==> src/rtl/sfr_pkg.sv <==
package sfr_pkg;

    localparam int PAGE_W   = 13;
    localparam int OFF_W    = 10;
    localparam int HDR_MAX  = 8;
    localparam int HDR_BITS = HDR_MAX * 8;

    typedef enum logic [1:0] {
        S_IDLE,
        S_XFER,
        S_TAIL,
        S_GAP
    } seq_state_e;

    typedef struct packed {
        logic [7:0]  opcode;
        logic [23:0] addr;
        logic [2:0]  n_fill;
    } cmd_hdr_t;

    function automatic logic kind_is_buf(input logic [2:0] k);
        return (k >= 3'd2) && (k <= 3'd5);
    endfunction

    function automatic logic [7:0] kind_opcode(input logic [2:0] k);
        case (k)
            3'd1:    return 8'hD2;
            3'd2:    return 8'hD4;
            3'd3:    return 8'hD6;
            3'd4:    return 8'hD1;
            3'd5:    return 8'hD3;
            default: return 8'h03;
        endcase
    endfunction

    function automatic logic [2:0] kind_fill(input logic [2:0] k);
        if (k == 3'd1)       return 3'd4;
        if (kind_is_buf(k))  return 3'd1;
        return 3'd0;
    endfunction

    function automatic logic [23:0] pack_addr(input logic [2:0] k,
                                              input logic [PAGE_W-1:0] page,
                                              input logic [OFF_W-1:0] off,
                                              input logic bin);
        if (kind_is_buf(k))
            return bin ? {15'b0, off[8:0]} : {14'b0, off};
        return bin ? {2'b0, page, off[8:0]} : {1'b0, page, off};
    endfunction

    function automatic cmd_hdr_t build_hdr(input logic [2:0] k,
                                           input logic [PAGE_W-1:0] page,
                                           input logic [OFF_W-1:0] off,
                                           input logic bin);
        cmd_hdr_t h;
        h.opcode = kind_opcode(k);
        h.addr   = pack_addr(k, page, off, bin);
        h.n_fill = kind_fill(k);
        return h;
    endfunction

endpackage

==> src/rtl/sfr_tick.sv <==
module sfr_tick #(
    parameter int HALF = 4
) (
    input  logic clk,
    input  logic rst,
    input  logic en,
    output logic tick
);
    localparam int CW = (HALF > 1) ? $clog2(HALF) : 1;
    localparam logic [CW-1:0] LAST = CW'(HALF - 1);

    logic [CW-1:0] cnt;

    always_ff @(posedge clk) begin
        if (rst || !en)
            cnt <= '0;
        else if (cnt == LAST)
            cnt <= '0;
        else
            cnt <= cnt + CW'(1);
    end

    assign tick = en && (cnt == LAST);
endmodule

==> src/rtl/sfr_header.sv <==
module sfr_header
    import sfr_pkg::*;
(
    input  logic [2:0]          kind,
    input  logic [PAGE_W-1:0]   page,
    input  logic [OFF_W-1:0]    off,
    input  logic                bin_mode,
    output logic [HDR_BITS-1:0] bits,
    output logic [3:0]          nbytes
);
    cmd_hdr_t h;

    always_comb begin
        h      = build_hdr(kind, page, off, bin_mode);
        bits   = {h.opcode, h.addr, {(HDR_BITS-32){1'b0}}};
        nbytes = 4'd4 + {1'b0, h.n_fill};
    end
endmodule

==> src/rtl/sfr_shift.sv <==
module sfr_shift #(
    parameter int TXW = 64
) (
    input  logic           clk,
    input  logic           rst,
    input  logic           load,
    input  logic [TXW-1:0] load_val,
    input  logic           shift_tx,
    input  logic           shift_rx,
    input  logic           miso,
    output logic           mosi,
    output logic [7:0]     rx_next
);
    logic [TXW-1:0] tx;
    logic [7:0]     rx;

    always_ff @(posedge clk) begin
        if (rst) begin
            tx <= '0;
            rx <= '0;
        end else begin
            if (load)
                tx <= load_val;
            else if (shift_tx)
                tx <= {tx[TXW-2:0], 1'b0};
            if (load)
                rx <= '0;
            else if (shift_rx)
                rx <= rx_next;
        end
    end

    assign mosi    = tx[TXW-1];
    assign rx_next = {rx[6:0], miso};
endmodule

==> src/rtl/flash_read_seq.sv <==
module flash_read_seq
    import sfr_pkg::*;
#(
    parameter int HALF_DIV = 4,
    parameter int CNT_W    = 12
) (
    input  logic              clk,
    input  logic              rst,
    input  logic              req_valid,
    output logic              req_ready,
    input  logic [2:0]        req_kind,
    input  logic [PAGE_W-1:0] req_page,
    input  logic [OFF_W-1:0]  req_offset,
    input  logic              req_bin,
    input  logic [CNT_W-1:0]  req_count,
    output logic              rd_valid,
    input  logic              rd_ready,
    output logic [7:0]        rd_data,
    output logic              done,
    output logic              spi_cs_n,
    output logic              spi_sck,
    output logic              spi_mosi,
    input  logic              spi_miso
);
    localparam int GAP_TICKS = 4;

    seq_state_e          state;
    logic                sck_q, cs_n_q, in_data, rd_valid_q, done_q;
    logic [7:0]          rd_data_q;
    logic [3:0]          hdr_left;
    logic [CNT_W-1:0]    data_left;
    logic [2:0]          bitn;
    logic [2:0]          gap_cnt;
    logic                tick, accept, rise, fall;
    logic [HDR_BITS-1:0] hdr_bits;
    logic [3:0]          hdr_n;
    logic [7:0]          rx_next;

    assign req_ready = (state == S_IDLE) && !rd_valid_q;
    assign accept    = req_valid && req_ready;
    assign rise      = tick && (state == S_XFER) && !sck_q && !(in_data && rd_valid_q);
    assign fall      = tick && (state == S_XFER) && sck_q;

    sfr_tick #(.HALF(HALF_DIV)) u_tick (
        .clk (clk),
        .rst (rst),
        .en  (state != S_IDLE),
        .tick(tick)
    );

    sfr_header u_hdr (
        .kind    (req_kind),
        .page    (req_page),
        .off     (req_offset),
        .bin_mode(req_bin),
        .bits    (hdr_bits),
        .nbytes  (hdr_n)
    );

    sfr_shift #(.TXW(HDR_BITS)) u_shift (
        .clk     (clk),
        .rst     (rst),
        .load    (accept),
        .load_val(hdr_bits),
        .shift_tx(fall),
        .shift_rx(rise),
        .miso    (spi_miso),
        .mosi    (spi_mosi),
        .rx_next (rx_next)
    );

    always_ff @(posedge clk) begin
        if (rst) begin
            state      <= S_IDLE;
            sck_q      <= 1'b0;
            cs_n_q     <= 1'b1;
            in_data    <= 1'b0;
            rd_valid_q <= 1'b0;
            rd_data_q  <= '0;
            done_q     <= 1'b0;
            hdr_left   <= '0;
            data_left  <= '0;
            bitn       <= '0;
            gap_cnt    <= '0;
        end else begin
            done_q <= 1'b0;
            if (rd_valid_q && rd_ready)
                rd_valid_q <= 1'b0;
            case (state)
                S_IDLE: begin
                    if (accept) begin
                        state     <= S_XFER;
                        cs_n_q    <= 1'b0;
                        in_data   <= 1'b0;
                        hdr_left  <= hdr_n;
                        data_left <= req_count;
                        bitn      <= '0;
                    end
                end
                S_XFER: begin
                    if (rise) begin
                        sck_q <= 1'b1;
                        bitn  <= bitn + 3'd1;
                        if (bitn == 3'd7) begin
                            if (in_data) begin
                                rd_data_q  <= rx_next;
                                rd_valid_q <= 1'b1;
                                data_left  <= data_left - CNT_W'(1);
                            end else begin
                                hdr_left <= hdr_left - 4'd1;
                            end
                        end
                    end else if (fall) begin
                        sck_q <= 1'b0;
                        if (bitn == 3'd0) begin
                            if (!in_data && hdr_left == 4'd0) begin
                                in_data <= 1'b1;
                                if (data_left == '0)
                                    state <= S_TAIL;
                            end else if (in_data && data_left == '0) begin
                                state <= S_TAIL;
                            end
                        end
                    end
                end
                S_TAIL: begin
                    if (tick) begin
                        cs_n_q  <= 1'b1;
                        done_q  <= 1'b1;
                        gap_cnt <= '0;
                        state   <= S_GAP;
                    end
                end
                default: begin
                    if (tick) begin
                        gap_cnt <= gap_cnt + 3'd1;
                        if (gap_cnt == 3'(GAP_TICKS - 1))
                            state <= S_IDLE;
                    end
                end
            endcase
        end
    end

    assign spi_sck  = sck_q;
    assign spi_cs_n = cs_n_q;
    assign rd_valid = rd_valid_q;
    assign rd_data  = rd_data_q;
    assign done     = done_q;
endmodule

==> config.mk <==
export PLATFORM = sky130hd
export DESIGN_NAME = flash_read_seq
export DESIGN_NICKNAME = d
export VERILOG_FILES = /design/src/rtl/sfr_pkg.sv /design/src/rtl/sfr_tick.sv /design/src/rtl/sfr_header.sv /design/src/rtl/sfr_shift.sv /design/src/rtl/flash_read_seq.sv
export SDC_FILE = /design/constraint.sdc
export NUM_CORES = 1
export LEC_CHECK = 0
export BUFFER_PORTS_ARGS = -buffer_cell sky130_fd_sc_hd__buf_2
export CAP_MARGIN = 30
export CORE_AREA = 2 2 80 120
export DETAILED_ROUTE_END_ITERATION = 10
export DIE_AREA = 0 0 82 122
export GPL_ROUTABILITY_DRIVEN = 0
export GPL_TIMING_DRIVEN = 0
export PLACE_DENSITY = 0.72
export SYNTH_ARGS = -nofsm -noshare
export SYNTH_HDL_FRONTEND = slang
export SYNTH_SLANG_ARGS = --single-unit
==> constraint.sdc <==
create_clock -name clk -period 4.3 [get_ports clk]
set_input_delay 0.86 -clock clk [delete_from_list [all_inputs] [get_ports clk]]
set_output_delay 0.86 -clock clk [all_outputs]
set_load 0.005 [all_outputs]
Word level (Yosys, flattened, before mapping)
Index checks and enable logic that the tools add are counted.

word-level totals
  output and inout port bits = 14
  input bits = 44
  flip-flop bits (word level) = 78

cells by class
  eq/ne operators = 22
  add/subtract/negate cells = 6
  multiplexer cells = 57
  bitwise operators = 2
  magnitude comparators = 2
  reductions and logical operators = 42

operator list
  kind                                                 count
  two-way mux 64 bit                                   2
  two-way mux 12 bit                                   4
  two-way mux 24 bit                                   2
  one-hot mux 8 bit (5 select lines)                   1
  two-way mux 3 bit                                    8
  one-hot mux 12 bit (2 select lines)                  1
  two-way mux 23 bit                                   1
  two-way mux 2 bit                                    10
  two-way mux 1 bit                                    17
  two-way mux 4 bit                                    4
  inequality test 2 bit, second input constant         7
  logical AND 1 bit                                    12
  zero test 12 bit                                     1
  one-hot mux 3 bit (2 select lines)                   2
  subtractor 12 x 1 -> 12 bit, second input constant   1
  two-way mux 10 bit                                   1
  AND reduction 5 bit                                  2
  nonzero test 2 bit                                   5
  equality test 3 x 2 -> 1 bit, second input constant  3
  equality test 3 bit, second input constant           3
  AND reduction 9 bit                                  1
  one-hot mux 4 bit (2 select lines)                   1
  OR reduction 2 bit                                   4
  adder 3 x 1 -> 3 bit, second input constant          2
  other kinds (25)                                     36

Depth between registers and ports, before layout
  depth in word-level cells = 9
  mapped depth = 9
  mapped depth without buffers = 7

Modules after synthesis
A second synthesis with hierarchy kept.

second synthesis, totals
  cells, all modules = 664
  area, all modules = 6153.4 µm²

modules (own cells, without submodules)
  module          cells each  area an instance (µm²)  times used
  sfr_shift       309         3264.4                  1
  flash_read_seq  261         2178.3                  1
  sfr_header      88          624.3                   1
  sfr_tick        6           86.3                    1

Worst setup path after synthesis
Ideal clock, no wire load.

  kind = input to register
  start = input req_valid
  end = register data_left[9]
  arrival time = 1.946 ns
  required time = 4.157 ns
  buffers on the path = 0
  library setup time = 0.143 ns
  setup slack = 2.211 ns
  stages = 5
  path through = nand3b_1 > and2_1 > or4_1 > a21oi_1 > a311oi_1

on the way
  cells in the longest elaborated chain, start to end = 3

RTL lines
  item                             line                   source
  start: declaration               flash_read_seq.sv:9    input logic req_valid,
  logical AND 1 bit                flash_read_seq.sv:40   assign accept = req_valid && req_ready;
  inequality test 2 bit (no line)  -
  AND reduction 5 bit (no line)    -
  end signal: assignment           flash_read_seq.sv:96   data_left <= req_count;
  end signal: assignment           flash_read_seq.sv:108  data_left <= data_left - CNT_W'(1);
  end: declaration                 flash_read_seq.sv:31   logic [CNT_W-1:0] data_left;

No other way between the ends.
A chain may end at the register's enable or synchronous reset.

Worst setup path in the final report
  start = register state[0]
  end = output req_ready

on the way
  cells in the longest elaborated chain, start to end = 2

RTL lines
  item                      line                   source
  start: declaration        flash_read_seq.sv:27   seq_state_e state;
  start signal: assignment  flash_read_seq.sv:74   state <= S_IDLE;
  start signal: assignment  flash_read_seq.sv:92   state <= S_XFER;
  start signal: assignment  flash_read_seq.sv:119  state <= S_TAIL;
  zero test 2 bit           flash_read_seq.sv:39   assign req_ready = (state == S_IDLE) && !rd_valid_q;
  logical AND 1 bit         flash_read_seq.sv:39
  end: declaration          flash_read_seq.sv:10   output logic req_ready,

No other way between the ends.

==> reports/qor.yml <==
hold_slack_ps: 438
cts_htree_levels: 3
n_antenna_cell: 0
synthesis.nets: 548
drc_errors: 0
setup_tns_ps: 0
ys.flop_type: "dfxtp_1"
finalNonFillerCells: 674
grt.total_usage_pct: 22.9
die_h_um: 122
coreArea_mm2: 0.00904
yosysSeqAreaShare_pct: 39.8
antenna_found_initial: 0
firstDrtPassIters: 5
vias_per_cell: 5.70
cp-start-kind: "flip-flop"
areaGrowthSynthToFinish_pct: 19.3
worstMarginPinSlew_ps: 619
final_common_cell: "nand2_1"
dieArea_mm2: 0.0100
post_cts_resized: 0
finalSetupViolCount: 0
post-route-min-period_ps: 2620
clkTransAtPathRegs_ps: 60
crit_type: "flip-flop to output pin"
finalCritPeriodShare_pct: 60.9
maxCapViolCount: 0
async_reset_ff_share_pct: 0
outcome: "complete, no violations"
rsz0062_at_grt: "no"
synth_area_mm2: 0.00392
crit_arrival_ps: 1760
max_freq_mhz: 382
dpl.hpwl_um: 7620
grt_start_max_net_pins: 14
final_util_pct: 51.8
cp.required_ps: 3440
start_util_pct: 43.4
dieWidth_um: 82
nFillCells: 896
ctsHoldBuffers: 0
final_antenna_net_count: 0
critical_path.max_fanout: 10
clk_path_buf_depth: 2
vias: 3842
post_drt_wl_per_cell_um: 15.9
synthCells: 490
ioPinCount: 58
tritoncts: "yes"
synth_edf_count: 0
post_cts_buffers: 0
timing.slew.headroom_pct: 58.8
grt-ovfl-total: 0
io_buffers: 56
drive_gt1_share_pct: 17.4
regArea_mm2: 0.00156
p_leak_nw: 1.79
cts_inserted_buffers: 9
final-hold-violation-count: 0
yosys_register_bits: 78
grt_pass1_vias: 3732
end_kind: "output pin"
clock_latency_ps: 340
ir_drop_v: 0.000261
final_max_slew_viol_count: 0
fin_worst_skew_ps: 9.18
multiInputGateArea_mm2: 0.00217
cts_sinks: 78
placedCellCount: 658
ys_types: 54
drt-initial-drc-count: 338
cellPowerDensity_mw_per_mm2: 575
cts_root_buffer: "clkbuf_16"
drt_wl_total_um: 10700
synth.avg_cell_area_um2: 8.01
grt_pass1_wl_um: 17600
nets: 615
final_cell_mix: "nand2_1, dfxtp_1, buf_2"
yosysWarnings: 0
rows: 43
hold_class: "flip-flop to flip-flop"
## cell usage after synthesis (all sizes together) (12+ instances only)
library cell	count	area (um2)
nor2	55	206
a211oi	19	143
a22oi	16	120
a311oi	12	105
a21oi	48	240
ha	14	175
inv	16	60.1
dfxtp	78	1560
nand2	86	323
clkbuf	27	101
o21ai	17	85.1
mux2	14	158
## worst max-delay path: stages (launching register included)
cell and delay, ps:
dfxtp_1 340, inv_1 120, ha_1 290, clkbuf_1 390, nor2b_1 180, buf_2 110
## kinds of logic (layout without fill, tap and decap cells)
group / after synthesis / after routing / share of synthesized area [%]
buf+inv: 49 / 121 / 4.78
simple gates: 193 / 193 / 22.5
xor+xnor: 1 / 1 / 0.223
fa+ha+maj: 14 / 14 / 4.46
flops: 78 / 78 / 39.8
mux: 20 / 20 / 5.55
compound gates: 135 / 135 / 22.7
## layout make-up
type	instances	share of cell area, %
buffer	33	2.73
clock buffer	9	4.81
clock inverter	7	2.41
inverter	16	1.28
multi-input combinational	363	46.4
sequential	78	33.4
tap	112	2.99
timing repair buffer	56	5.99
## state kept, by name, indices dropped and copies added, names as in the netlist, 2 cells and up
signal and flops:
data_left 12, u_shift.tx 32, state 2, u_tick.cnt 2, bitn 3, rd_data 8
gap_cnt 3, hdr_left 4, u_shift.rx 7
## worst paths after layout
check                           slack (ps)                      from  depth (start not counted)                        to
worst max-delay path                  1680     state[0]$_SDFFE_PP0P_                          5                 req_ready
worst max register to register        1730     state[1]$_SDFFE_PP0P_                          9     state[1]$_SDFFE_PP0P_
worst min-delay path                   440  u_tick.cnt[0]$_SDFF_PP0_                          1  u_tick.cnt[0]$_SDFF_PP0_
worst min register to register         440  u_tick.cnt[0]$_SDFF_PP0_                          1  u_tick.cnt[0]$_SDFF_PP0_
## report_power, final
group | leakage, nW | internal, mW | switching (mW)
Sequential | 0.638 | 0.849 | 0.0878
Combinational | 0.991 | 0.322 | 0.563
Clock | 0.165 | 0.564 | 0.304
Total | 1.79 | 1.73 | 0.955
## layer usage
layer  vias up  track usage [%]  part of all wire, %  wire [um]
met5         -                0                    0          0
met4         0             11.1                  4.0        423
met3        32             5.33                  5.4        579
met2       132             39.0                   51       5450
met1      1812             26.3                   40       4240
li1       1866                -                    -          -
## metrics by stage
stage	power (mW)	setup WS (ps)	area [um2]
after detailed placement	1.81	1620	4340
after global placement	1.78	1640	4340
final	2.69	1680	4680
after global routing	2.84	1560	4680
after CTS	2.68	1680	4680
after floorplan	1.56	2210	3920
Note: power is estimated with default switching activity, not from simulation.
